`src/rtl/vlsp_pkg.sv`:
```
package vlsp_pkg;

    typedef enum logic [1:0] {
        ST_IDLE,
        ST_BODY,
        ST_PAD,
        ST_FCS
    } vlsp_state_e;

    localparam logic [31:0] CRC_INIT         = 32'hFFFF_FFFF;
    localparam logic [31:0] CRC_POLY_REFL    = 32'hEDB8_8320;
    localparam logic [31:0] CRC_GOOD_RESIDUE = 32'hDEBB_20E3;

    // one byte through the reflected CRC-32 register, LSB first
    function automatic logic [31:0] crc32_byte(input logic [31:0] c, input logic [7:0] d);
        logic [31:0] r;
        r = c ^ {24'd0, d};
        for (int b = 0; b < 8; b++) begin
            r = r[0] ? ((r >> 1) ^ CRC_POLY_REFL) : (r >> 1);
        end
        return r;
    endfunction

endpackage

```
`src/rtl/vlsp_crc32.sv`:
```
module vlsp_crc32
    import vlsp_pkg::*;
(
    input  logic        clk,
    input  logic        rst_n,
    input  logic        en,
    input  logic        start,
    input  logic [7:0]  data,
    output logic [31:0] crc
);

    logic [31:0] crc_q;

    // start restarts the register from all ones on the same byte
    always_ff @(posedge clk or negedge rst_n) begin
        if (!rst_n) begin
            crc_q <= CRC_INIT;
        end else if (en) begin
            crc_q <= crc32_byte(start ? CRC_INIT : crc_q, data);
        end
    end

    assign crc = crc_q;

endmodule

```
`src/rtl/vlsp_delay.sv`:
```
module vlsp_delay #(
    parameter int DEPTH = 4,
    parameter int W     = 8
) (
    input  logic               clk,
    input  logic               rst_n,
    input  logic               push,
    input  logic               restart,
    input  logic [W-1:0]       din,
    output logic [W-1:0]       oldest,
    output logic               full,
    output logic [DEPTH*W-1:0] taps
);

    localparam int FILL_W = $clog2(DEPTH + 1);

    logic [DEPTH-1:0][W-1:0] stage_q;
    logic [FILL_W-1:0]       fill_q;

    // stage 0 holds the newest byte; restart leaves only din inside
    always_ff @(posedge clk or negedge rst_n) begin
        if (!rst_n) begin
            stage_q <= '0;
            fill_q  <= '0;
        end else if (push || restart) begin
            stage_q <= {stage_q[DEPTH-2:0], din};
            if (restart) begin
                fill_q <= FILL_W'(1);
            end else if (fill_q != FILL_W'(DEPTH)) begin
                fill_q <= fill_q + FILL_W'(1);
            end
        end
    end

    assign oldest = stage_q[DEPTH-1];
    assign full   = (fill_q == FILL_W'(DEPTH));
    assign taps   = stage_q;

endmodule

```
`src/rtl/vlan_strip_pad.sv`:
```
module vlan_strip_pad
    import vlsp_pkg::*;
#(
    parameter int          ADDR_BYTES = 12,
    parameter int          MIN_FRAME  = 64,
    parameter int          MAX_FRAME  = 2047,
    parameter logic [15:0] TPID       = 16'h8100
) (
    input  logic        clk,
    input  logic        rst_n,
    input  logic        pad_disable,
    input  logic        in_valid,
    output logic        in_ready,
    input  logic [7:0]  in_data,
    input  logic        in_sof,
    input  logic        in_eof,
    output logic        out_valid,
    input  logic        out_ready,
    output logic [7:0]  out_data,
    output logic        out_sof,
    output logic        out_eof,
    output logic        out_err,
    output logic        tag_valid,
    output logic [15:0] tag_value
);

    localparam int FCS_BYTES = 4;
    localparam int TAG_BYTES = 4;
    localparam int MIN_DATA  = MIN_FRAME - FCS_BYTES;
    localparam int TAG_POS   = ADDR_BYTES + TAG_BYTES;
    localparam int LEN_W     = $clog2(MAX_FRAME + 1);
    localparam int POS_W     = $clog2(TAG_POS + 2);

    vlsp_state_e state_q, state_d;

    logic [POS_W-1:0] in_pos_q;
    logic [LEN_W-1:0] out_cnt_q;
    logic [LEN_W-1:0] cnt_after;
    logic [1:0]       fcs_idx_q;
    logic             tag_valid_q;
    logic [15:0]      tag_value_q;

    logic                     dl_push, dl_restart, dl_full;
    logic [7:0]               dl_oldest;
    logic [TAG_BYTES*8-1:0]   dl_taps;

    logic [31:0] in_crc, out_crc, fcs_word;
    logic        crc_bad;

    logic       in_ready_c, out_valid_c, out_sof_c, out_eof_c, out_err_c;
    logic [7:0] out_data_c;
    logic       tag_hit, tag_take, in_fire, emit;
    logic       ic_en, oc_en;

    vlsp_delay #(
        .DEPTH (TAG_BYTES),
        .W     (8)
    ) u_delay (
        .clk     (clk),
        .rst_n   (rst_n),
        .push    (dl_push),
        .restart (dl_restart),
        .din     (in_data),
        .oldest  (dl_oldest),
        .full    (dl_full),
        .taps    (dl_taps)
    );

    // checks every received byte, incoming FCS included
    vlsp_crc32 u_crc_in (
        .clk   (clk),
        .rst_n (rst_n),
        .en    (ic_en),
        .start (state_q == ST_IDLE),
        .data  (in_data),
        .crc   (in_crc)
    );

    // covers every emitted data and pad byte
    vlsp_crc32 u_crc_out (
        .clk   (clk),
        .rst_n (rst_n),
        .en    (oc_en),
        .start (out_cnt_q == '0),
        .data  (out_data_c),
        .crc   (out_crc)
    );

    assign crc_bad  = (in_crc != CRC_GOOD_RESIDUE);
    assign fcs_word = crc_bad ? out_crc : ~out_crc;

    // ---------------- state register ----------------
    always_ff @(posedge clk or negedge rst_n) begin
        if (!rst_n) begin
            state_q <= ST_IDLE;
        end else begin
            state_q <= state_d;
        end
    end

    // ---------------- outputs and datapath steering ----------------
    always_comb begin
        in_ready_c  = 1'b0;
        out_valid_c = 1'b0;
        out_data_c  = 8'h00;
        out_sof_c   = 1'b0;
        out_eof_c   = 1'b0;
        out_err_c   = 1'b0;
        dl_push     = 1'b0;
        dl_restart  = 1'b0;
        tag_hit     = 1'b0;
        unique case (state_q)
            ST_IDLE: begin
                in_ready_c = 1'b1;
                dl_restart = in_valid && in_sof;
            end
            ST_BODY: begin
                tag_hit = dl_full && (in_pos_q == POS_W'(TAG_POS)) &&
                          (dl_taps[31:16] == TPID);
                if (tag_hit || !dl_full) begin
                    in_ready_c = 1'b1;
                    dl_restart = tag_hit && in_valid;
                    dl_push    = !tag_hit && in_valid;
                end else begin
                    in_ready_c  = out_ready;
                    out_valid_c = in_valid;
                    out_data_c  = dl_oldest;
                    out_sof_c   = (out_cnt_q == '0);
                    dl_push     = in_valid && out_ready;
                end
            end
            ST_PAD: begin
                out_valid_c = 1'b1;
            end
            ST_FCS: begin
                out_valid_c = 1'b1;
                out_data_c  = fcs_word[fcs_idx_q*8 +: 8];
                out_eof_c   = (fcs_idx_q == 2'd3);
                out_err_c   = (fcs_idx_q == 2'd3) && crc_bad;
            end
            default: begin
                in_ready_c = 1'b0;
            end
        endcase
        in_fire  = in_valid && in_ready_c;
        emit     = out_valid_c && out_ready;
        tag_take = tag_hit && in_valid;
        ic_en    = in_fire && ((state_q == ST_BODY) || ((state_q == ST_IDLE) && in_sof));
        oc_en    = emit && ((state_q == ST_BODY) || (state_q == ST_PAD));
    end

    assign cnt_after = out_cnt_q + LEN_W'(emit);

    // ---------------- next state ----------------
    always_comb begin
        state_d = state_q;
        unique case (state_q)
            ST_IDLE: if (in_valid && in_sof) state_d = ST_BODY;
            ST_BODY: if (in_fire && in_eof) begin
                state_d = (pad_disable || (cnt_after >= LEN_W'(MIN_DATA))) ? ST_FCS : ST_PAD;
            end
            ST_PAD:  if (emit && (out_cnt_q == LEN_W'(MIN_DATA - 1))) state_d = ST_FCS;
            ST_FCS:  if (emit && (fcs_idx_q == 2'd3)) state_d = ST_IDLE;
            default: state_d = ST_IDLE;
        endcase
    end

    // ---------------- counters and tag capture ----------------
    always_ff @(posedge clk or negedge rst_n) begin
        if (!rst_n) begin
            in_pos_q    <= '0;
            out_cnt_q   <= '0;
            fcs_idx_q   <= '0;
            tag_valid_q <= 1'b0;
            tag_value_q <= '0;
        end else begin
            tag_valid_q <= tag_take;
            if (tag_take) begin
                tag_value_q <= dl_taps[15:0];
            end
            if (state_q == ST_IDLE) begin
                in_pos_q <= (in_valid && in_sof) ? POS_W'(1) : '0;
            end else if (in_fire && (in_pos_q != POS_W'(TAG_POS + 1))) begin
                in_pos_q <= in_pos_q + POS_W'(1);
            end
            if (state_q == ST_IDLE) begin
                out_cnt_q <= '0;
            end else if (oc_en) begin
                out_cnt_q <= out_cnt_q + LEN_W'(1);
            end
            if (state_q != ST_FCS) begin
                fcs_idx_q <= '0;
            end else if (emit) begin
                fcs_idx_q <= fcs_idx_q + 2'd1;
            end
        end
    end

    assign in_ready  = in_ready_c;
    assign out_valid = out_valid_c;
    assign out_data  = out_data_c;
    assign out_sof   = out_sof_c;
    assign out_eof   = out_eof_c;
    assign out_err   = out_err_c;
    assign tag_valid = tag_valid_q;
    assign tag_value = tag_value_q;

    // ---------------- assertions ----------------
    // with padding on, the check sequence never starts before 60 data bytes
    a_r5_pad_reaches_min: assert property (@(posedge clk) disable iff (!rst_n)
        (state_q == ST_FCS && !pad_disable) |-> (out_cnt_q >= LEN_W'(MIN_DATA)));

    // padding is entered only when it was enabled at end of frame
    a_r6_no_pad_when_off: assert property (@(posedge clk) disable iff (!rst_n)
        (state_q == ST_PAD && $past(state_q) == ST_BODY) |-> !$past(pad_disable));

    // a stalled pad or FCS byte stays on the output
    a_r10_hold_stalled: assert property (@(posedge clk) disable iff (!rst_n)
        (out_valid && !out_ready && state_q != ST_BODY) |=> (out_valid && $stable(out_data)));

    // a frame never starts and ends on the same byte
    a_r11_sof_eof_apart: assert property (@(posedge clk) disable iff (!rst_n)
        out_valid |-> !(out_sof && out_eof));

    // the tag pulse lasts a single cycle
    a_r4_tag_single_pulse: assert property (@(posedge clk) disable iff (!rst_n)
        tag_valid |=> !tag_valid);

endmodule

```
`config.mk`:
```
export PLATFORM = sky130hd
export DESIGN_NAME = vlan_strip_pad
export DESIGN_NICKNAME = d
export VERILOG_FILES = /design/src/rtl/vlsp_pkg.sv /design/src/rtl/vlsp_crc32.sv /design/src/rtl/vlsp_delay.sv /design/src/rtl/vlan_strip_pad.sv
export SDC_FILE = /design/constraint.sdc
export NUM_CORES = 1
export LEC_CHECK = 0
export CORE_AREA = 4 4 148 150
export DETAILED_ROUTE_END_ITERATION = 10
export DIE_AREA = 0 0 152 154
export DONT_BUFFER_PORTS = 1
export PLACE_DENSITY = 0.58
export SETUP_SLACK_MARGIN = 0.5
export SYNTH_ARGS = -nofsm -noshare
export SYNTH_HDL_FRONTEND = slang
export SYNTH_SLANG_ARGS = --single-unit
```
`constraint.sdc`:
```
create_clock -name clk -period 7.8 [get_ports clk]
set_clock_uncertainty 0.1 [all_clocks]
set_input_delay 0 -clock clk [delete_from_list [all_inputs] [get_ports clk]]
set_output_delay 0 -clock clk [all_outputs]
set_load 0.05 [all_outputs]
```
==> results of run 1 <==
## final cells by class
type / count / area [µm²] / share of cell area (%)
tap: 275 / 344.1 / 3.624
inverter: 11 / 41.29 / 0.4348
timing repair buffer: 25 / 247.7 / 2.609
clock inverter: 14 / 133.9 / 1.410
sequential: 136 / 3483 / 36.68
clock buffer: 18 / 439.2 / 4.625
multi-input combinational: 637 / 4806 / 50.61
## Yosys cell counts (9+ instances only)
library cell | count | area (µm²)
mux2_2 | 32 | 360.4
xnor3_1 | 11 | 247.7
dfrtp_1 | 72 | 1802
o21ai_0 | 49 | 245.2
nor2_1 | 87 | 326.6
nand2_1 | 132 | 495.5
dfstp_2 | 64 | 1682
clkbuf_1 | 32 | 120.1
o211ai_1 | 9 | 67.56
xnor2_1 | 78 | 683.2
a21oi_1 | 10 | 50.05
inv_1 | 11 | 41.29
xor2_1 | 41 | 359.1
nand3_1 | 12 | 60.06
ha_1 | 14 | 175.2
o21ai_1 | 19 | 95.09
## worst max-delay path by stage
stage          depth (start not counted)  slack, ps               from                end
5_1_grt                               14       3110  u_delay.fill_q[0]         state_q[0]
3_3_place_gp                          10       3700  u_delay.fill_q[0]  u_crc_out.crc[18]
3_5_place_dp                          10       3650  u_delay.fill_q[0]  u_crc_out.crc[18]
2_1_floorplan                          9       4120   u_crc_in.crc[21]  u_crc_out.crc[21]
6_report                              14       3440  u_delay.fill_q[0]         state_q[0]
4_1_cts                               14       3400  u_delay.fill_q[0]         state_q[0]
## routing by layer
layer  GRT usage, %  share of wire, %
met5              0             0.067
met4          4.452              0.92
met3          4.081               3.6
met2          26.06                45
met1          24.03                50
## report_power, final
group	internal, W	total, W	switching [W]
Combinational	0.00164	0.00326	0.00162
Sequential	0.00110	0.00135	0.000252
Clock	0.000429	0.000772	0.000343
## registers in the layout (all words and copies together), names as in the netlist
signal	cells
fcs_idx_q	2
in_pos_q	5
out_cnt_q	11
state_q	2
tag_valid	1
tag_value	16
u_crc_in.crc	32
u_crc_out.crc	32
u_delay.fill_q	3
u_delay.oldest	8
u_delay.taps	24
## worst reg2reg max path, stage by stage, from the launching register on
cell and delay (ps):
dfrtp_1 380, inv_1 60, ha_1 190, and2_1 200
nand4b_1 390, o2111ai_1 240, a211oi_1 550, ha_1 300
ha_1 220, and2_1 160, a31oi_1 90, or4_1 500
o21ai_0 190, a311oi_1 100, dlygate4sd3_1 580
## cells by family (layout without fill, tap and decap cells)
logic type	Yosys count	count (layout)
buf+inv	56	68
xor+xnor	143	143
mux	41	41
compound gates	129	129
flops	136	136
simple gates	310	310
fa+ha+maj	14	14
## stage by stage
step           worst slack, ps  total power [W]
2_1_floorplan             4118         0.004028
3_3_place_gp              3696         0.004578
3_5_place_dp              3645         0.004596
4_1_cts                   3397         0.005435
5_1_grt                   3114         0.005825
6_report                  3438         0.005386
==> metrics, run 1 <==
GRT overflow=0; Critical Path RT=roughly 8000 ps; CTS tree=yes; max_slew headroom=21.70%; min cycle time layout=4362 ps; Hold Startpoint=in_valid; Synth Area in XOR/XNOR=about a fifth; vias in the first global route=~5800; CP dominant cell by count=ha_1; final setup TNS=0 ps; global-route wire length before repair=~32 mm; die width=between 150 and 200 µm; utilization after layout=45.89%; commonest non-fill, non-tap cell in the layout=nand2_1; mux share of post-synthesis cell area=6.483%; drt drc=0; Synth Area in Compound Gates=9.842%; CP cell instances=inv_1, ha_1, and2_1, nand4b_1, o2111ai_1, a211oi_1, ha_1, ha_1, and2_1, a31oi_1, or4_1, o21ai_0, a311oi_1, dlygate4sd3_1; clock-pin slew of the registers on the worst-case setup and hold paths=about 60 ps; setup violators final=0; Vert. Die Dim=154 µm; startpoint class of the critical path=flop; core region area=~21000 µm²; Final HPWL DP=around 13 mm; yosys warns=0; CP top delay family=simple AND/OR/NAND/NOR gates; Layout area overhead=11.82%; Synth Area in Simple Gates=about 19%; Synth Area in Adders=~2.1%; fin. max-slew vios=0; VDD IR max=between 0.2 and 0.25 mV; status=finished, final reports clean; hold slack=25.78 ps; largest family of logic cells by synthesized area=simple AND/OR/NAND/NOR gates; GRT Total Usage=between 15 and 20%; clk buf depth=2; worst skew pair latency=420 ps; site row count=53; Worst EP arrival=4570 ps; Hold Buf Count CTS=17; Hold Violations, Final=0; CP endpoint kind=flop; Worst-Margin Slew=approximately 1200 ps; dpl cells=between 1000 and 1500; Post-CTS Setup Bufs=0; critical path's largest stage delay=between 500 and 600 ps; Synth Instances=829; clock sinks=~140; Synth Net Count=around 860; Hold Path End=u_crc_in.crc[17]; DR vias=roughly 5800; reg2reg end=state_q[0]; Initial Util=41.04%; DRT iter0 DRCs=297; Seq/Total Area, Yosys=around two fifths; Main synth FF type=dfrtp_1; fin crit share=between 50% and 60%; Routed Antenna Nets=0; crit path max-delay cell type=dlygate4sd3_1; Avg Inst Size Synth=about 10 µm²; Async SR Flop Fraction=100.0%; share of cells above drive strength 1=22.35%; maxcap violations=0; Layout Cells excl Fill=~1100; htree depth=4; Top Ports=45; ant diodes=0; pin count of the biggest net entering global routing=137; Buf+Inv Stages, Crit Path=2; die area=approximately 23000 µm²; Pre-antenna DRT Iters=4; fill count=1959; design area=about 9500 µm²; CTS root buf=clkbuf_16; initial antenna violation count=1; placed instance area=8735 µm²; Post-CTS Resized=0; final net count=approximately 860; I/O Buffers=0; FMAX=approximately 230 MHz; Post-synth EDFFs=0; R2R depth=14; WL/cell=approximately 17 µm; final WL=just under 20 mm; Hold Path Stages=4; most frequent cells in the layout=131 x nand2_1, 87 x nor2_1, 78 x xnor2_1; pwr dens=between 500 and 600 nW/µm²; RePlAce Congestion=roughly 0.81; Lkg Pwr=about 4.1 nW; Synth cell types=75; worst r2r src=u_delay.fill_q[0]; synthesized area=roughly 8500 µm²; flop-to-flop setup slack=3440 ps; CP Max Fanout=12; drt via density=about 5.2; RSZ-0062 raised after global routing=false; Worst Hold Class=input pin to flop; Num CTS Buffers=17; kind of critical path=flop to flop; flops & latches, synth=136
Note: power is estimated with default switching activity, not from simulation.
==> run 2, diff against run 1 <==
Settings changed: ABC_AREA set to 1, CORE_AREA 4 4 148 150 to 4 4 151 153, DIE_AREA 0 0 152 154 to 0 0 155 157, PLACE_DENSITY 0.58 to 0.6.
Clock period 7.8 ns to 3.9 ns, I/O delays scaled along.
==> metrics, run 2 <==
kind of critical path=flop to flop; Place WS=543.2 ps; VDD IR max=0.5364 mV; setup violators final=0; Layout area overhead=13.22%; Synth Net Count=between 1000 and 1500; critical path's largest stage delay=350 ps; share of cells above drive strength 1=between 15 and 20%; CTS root buf=clkbuf_16; Setup WS post-layout=around 840 ps; site row count=between 50 and 60; crit path from=u_delay.fill_q[0]; utilization after layout=a little under half; yosys warns=0; largest area contributor in the netlist=dfrtp_1; initial antenna violation count=0; Async SR Flop Fraction=100.0%; min cycle time layout=a little over 3000 ps; most frequent cells in the layout=333 x nand2_1, 142 x inv_1, 107 x o21ai_0; Worst-Margin Slew=about 1100 ps; internal power=about 0.0054 W; global-route wire length before repair=between 30 and 40 mm; fin. max-slew vios=0; DR vias=~7500; switching part of the total power=a little under half; pwr dens=between 1000 and 1500 nW/µm²; status=finished, final reports clean; I/O Buffers=0; R2R depth=22; Num CTS Buffers=17; RSZ-0062 raised after global routing=false; final setup TNS=0 ps; DRT iter0 DRCs=521; commonest cells in the netlist=334 x nand2_1, 143 x inv_1, 107 x o21ai_0; drt drc=0; flops & latches, synth=approximately 140; clock share of power=between 10% and 20%; FMAX=around 330 MHz; Vert. Die Dim=roughly 160 µm; RePlAce Congestion=~0.88; Top Ports=45; final net count=1226; combinational power share=between 50% and 60%; CTS tree=yes; Critical Path RT=approximately 4000 ps; Initial Util=41.54%; fill count=2147; commonest non-fill, non-tap cell in the layout=nand2_1; ant diodes=0; Synth cell types=44; Seq/Total Area, Yosys=38.91%; worst r2r src=u_delay.fill_q[0]; crit path max-delay cell type=dfrtp_1; clock-pin slew of the registers on the worst-case setup and hold paths=~70 ps; final WL=between 20 and 25 mm; Post-synth EDFFs=0; switching power=just under 0.005 W; worst skew pair latency=430 ps; vias in the first global route=between 7000 and 8000; maxcap violations=0; die width=between 150 and 200 µm; count leader, synth=nand2_1; max_slew headroom=about 28%; Avg Inst Size Synth=between 7 and 8 µm²; Hold Violations, Final=0; die area=24340 µm²; CP endpoint kind=flop; htree depth=4; top cell type's share of synthesized area=roughly a fifth; synth top area cells=dfrtp_1 20%, dfstp_2 19%, nand2_1 14%; clk buf depth=2; Synth Instances=~1200; Routed Antenna Nets=0; GRT overflow=0; Worst EP arrival=3250 ps; total power=a little over 0.01 W; startpoint class of the critical path=flop; GRT Total Usage=a little under a fifth; CP cell instances=inv_1, ha_1, nand2_1, nor3_1, nand3_1, buf_6, nand2_2, o21ai_2, nand3_2, inv_1, ha_1, ha_2, inv_1, nor3_2, nand2_1, xor2_1, nor3_1, nand4_1, nand3_1, o211ai_1, nand2_1, o21ai_0; drt via density=5.028; Main synth FF type=dfrtp_1; Hold Startpoint=in_data[6]; Lkg Pwr=approximately 4.8 nW; CP Max Fanout=11; Final HPWL DP=15.71 mm; core region area=~22000 µm²; pin count of the biggest net entering global routing=between 100 and 150; WL/cell=around 15 µm; synthesized area=just under 9000 µm²; fin crit share=about four fifths; Pre-antenna DRT Iters=5; register share of total power=between 20% and 30%; Hold Path Stages=4; Worst Hold Class=input pin to flop; clock sinks=between 100 and 150
-- run 2: cell types whose count changed after synthesis, sizes merged, moves of 12 or more --
cell,delta
xnor2,-48
nand3,+60
xor2,+35
xnor3,-12
o21ai,+56
mux2,-32
nand2,+229
inv,+136
a21oi,+12
-- run 2: critical path, delay by kind of cell (launching register included) --
family          cells  cell delay, ps
buf+inv             4             350
flops               1             350
fa+ha+maj           3             580
simple gates       11            1050
compound gates      3             340
xor+xnor            1             140
-- run 2: worst paths after layout --
kind / endpoint / slack [ps]
max: state_q[0] / 840
min: u_crc_in.crc[7] / 20
max reg2reg: state_q[0] / 840
min reg2reg: u_crc_out.crc[26] / 370
max in group asynchronous: u_delay.taps[18] / 3070
min in group asynchronous: out_cnt_q[5] / 60
-- run 2: cell type report --
cell class	count	area, µm²	share of cell area [%]
tap	280	350.3	3.456
clock buffer	17	425.4	4.197
inverter	148	555.5	5.481
timing repair buffer	35	334.1	3.296
multi-input combinational	859	4781	47.17
sequential	136	3483	34.37
clock inverter	15	206.4	2.037
-- run 2: what timing repair did --
action | 4_1_cts | 5_1_grt
gates resized for setup | 0 | 7
setup endpoints to repair | 0 | 1
hold endpoints to repair | 171 | 0
setup buffers | 0 | 3
hold buffers | 15 | 0
-- run 2: logic make-up after synthesis --
kind of cell    after synthesis  synth area share, %
compound gates              166                9.979
xor+xnor                    111                13.08
fa+ha+maj                    14                1.957
buf+inv                     186                8.162
flops                       136                38.91
simple gates                568                27.91
-- run 2: power by group through the flow --
stage / Combinational [W] / Clock, W / Sequential, W
final: 0.00607 / 0.00171 / 0.00251
after global routing: 0.00683 / 0.00180 / 0.00258
after CTS: 0.00607 / 0.00174 / 0.00251
after detailed placement: 0.00597 / 0 / 0.00253
after global placement: 0.00591 / 0 / 0.00251
after floorplan: 0.00488 / 0 / 0.00240
-- run 2: through the flow --
stage / std cells / area [µm²] / hold slack, ps
after CTS: 1487 / 10090 / 5.855
after detailed placement: 1440 / 9291 / -387.9
after global routing: 1490 / 10140 / 53.40
after global placement: 1440 / 9291 / -389.5
final: 1490 / 10140 / 19.54
after floorplan: 1181 / 8952 / -395.6
-- run 2: layer usage --
layer	vias to the layer above	track usage (%)	share of wire, %
li1	3751	-	-
met1	3555	25.69	46
met2	168	31.95	48
met3	18	3.712	5.2
met4	0	5.130	1.1
met5	-	0	0
==> run 3, diff against run 2 <==
Settings changed: PLACE_DENSITY 0.6 to 0.58.
Clock period 3.9 ns to 3.15 ns, I/O delays scaled along.
==> metrics, run 3 (synthesis results as in run 2) <==
fin. max-slew vios=0; Worst-Margin Slew=around 760 ps; global-route wire length before repair=approximately 39 mm; die area=between 20000 and 25000 µm²; drt drc=0; Pre-antenna DRT Iters=5; crit path from=u_delay.fill_q[0]; FMAX=365.8 MHz; Initial Util=between 40% and 50%; final setup TNS=0 ps; Hold Violations, Final=about 140; Lkg Pwr=about 5.3 nW; DRT iter0 DRCs=554; hold slack=-844.9 ps; Layout Cells excl Fill=1581; pin count of the biggest net entering global routing=approximately 140; clock sinks=136; combinational power share=63.2%; Layout area overhead=27.14%; fin crit share=86.77%; Critical Path RT=approximately 3400 ps; reg2reg end=state_q[0]; die width=155 µm; VDD IR max=approximately 1.1 mV; status=complete, but fails checks; CP endpoint kind=flop; commonest non-fill, non-tap cell in the layout=nand2_1; RePlAce Congestion=around 0.87; Worst Hold Class=input pin to asynchronous set/reset pin; Num CTS Buffers=17; DR vias=around 8000; CTS tree=yes; register share of total power=21.9%; Place WS=~120 ps; worst skew pair latency=between 400 and 500 ps; switching part of the total power=between 40% and 50%; share of cells above drive strength 1=28.29%; maxcap violations=0; setup violators final=0; WL/cell=between 15 and 20 µm; clock-pin slew of the registers on the worst-case setup and hold paths=70 ps; RSZ-0062 raised after global routing=true; Hold Buf Count CTS=15; htree depth=4; site row count=54; initial antenna violation count=0; min cycle time layout=between 2000 and 3000 ps; final WL=24.58 mm; GRT Total Usage=20.17%; worst r2r src=u_delay.fill_q[0]; vias in the first global route=~7500; internal power=between 0.007 and 0.008 W; fill count=a little under 2000; Final HPWL DP=around 16 mm; switching power=about 0.0067 W; dpl cells=1461; Setup WS post-layout=416.6 ps; Top Ports=45; failing checks=negative hold slack; most frequent cells in the layout=292 x nand2_1, 138 x inv_1, 104 x o21ai_0; final net count=1317; ant diodes=0; flop-to-flop setup slack=between 400 and 500 ps; R2R depth=21; kind of critical path=flop to flop; clk buf depth=2; CP Max Fanout=3; GRT overflow=0; Routed Antenna Nets=0; clock share of power=roughly 15%; drt via density=between 5 and 6; Vert. Die Dim=157 µm; Worst EP arrival=2950 ps; CTS root buf=clkbuf_16; startpoint class of the critical path=flop; I/O Buffers=0; core region area=between 20000 and 25000 µm²; max_slew headroom=about half; pwr dens=1244 nW/µm²
## run 3: changes by cell type in the layout (fill, tap and decap cells not counted), moves of 8 or more
cell / previous run / this run
nand2_2: 25 / 53
buf_4: 18 / 93
nand3_1: 66 / 58
nand2_4: 8 / 20
nor2_1: 87 / 73
xor2_2: 3 / 11
nand2_1: 333 / 292
nor2_2: 3 / 14
xor2_1: 75 / 66
## run 3: through the flow
step,power (W),cell area (µm²),hold WS (ps),utilization [%]
2_1_floorplan,0.009037,8967,-395.6,-
3_3_place_gp,0.01066,9473,-390.4,43.95
3_5_place_dp,0.01075,9473,-389.9,43.95
4_1_cts,0.01317,10520,-859.8,48.80
5_1_grt,0.01530,11380,-873.6,52.81
6_report,0.01416,11380,-844.9,52.81
## run 3: how the worst max path moves through the flow
stage                 end  slack [ps]  depth (start not counted)
2_1_floorplan  state_q[0]         320                         19
3_3_place_gp   state_q[0]         170                         21
3_5_place_dp   state_q[0]         120                         21
4_1_cts        state_q[0]         410                         20
5_1_grt        state_q[0]         250                         21
6_report       state_q[0]         420                         21
## run 3: worst max-delay path, cell delays in order (launching register included)
cell	delay, ps
dfrtp_1	390
inv_2	90
ha_4	140
nand2_4	40
nor3_2	150
nand3_1	130
nand2_2	120
o21ai_4	60
nand3_2	90
inv_2	50
ha_4	160
ha_4	150
inv_2	60
nor3_4	40
buf_4	130
xor2_1	130
nor3_1	180
nand4_1	130
nand3_1	80
o211ai_1	80
nand2_1	60
o21ai_1	50
## run 3: final cells by class
class | count | area, µm² | area share [%]
sequential | 136 | 3486 | 30.63
clock inverter | 15 | 203.9 | 1.792
timing repair buffer | 124 | 1099 | 9.651
clock buffer | 17 | 425.4 | 3.737
inverter | 148 | 563.0 | 4.947
tap | 280 | 350.3 | 3.078
multi-input combinational | 861 | 5255 | 46.17
## run 3: repair_timing
action	4_1_cts	5_1_grt
setup buffers	20	51
hold endpoints to repair	169	136
resized for setup	25	106
setup endpoints to repair	31	84
gates cloned	1	1
pin swaps	15	31
## run 3: routing by layer
| layer | part of all wire [%] | wire, µm | track usage, % |
|---|---|---|---|
| met5 | 0 | 0 | 0 |
| met4 | 1.6 | 391 | 4.878 |
| met3 | 5.6 | 1365 | 4.097 |
| met2 | 48 | 11800 | 33.07 |
| met1 | 45 | 11020 | 27.54 |
## run 3: power groups by stage
stage / sequential [W] / combinational [W] / clock [W]
floorplan: 0.00298 / 0.00606 / 0
global placement: 0.00310 / 0.00756 / 0
detailed placement: 0.00311 / 0.00764 / 0
CTS: 0.00309 / 0.00794 / 0.00214
global route: 0.00320 / 0.00988 / 0.00222
finish: 0.00311 / 0.00895 / 0.00210
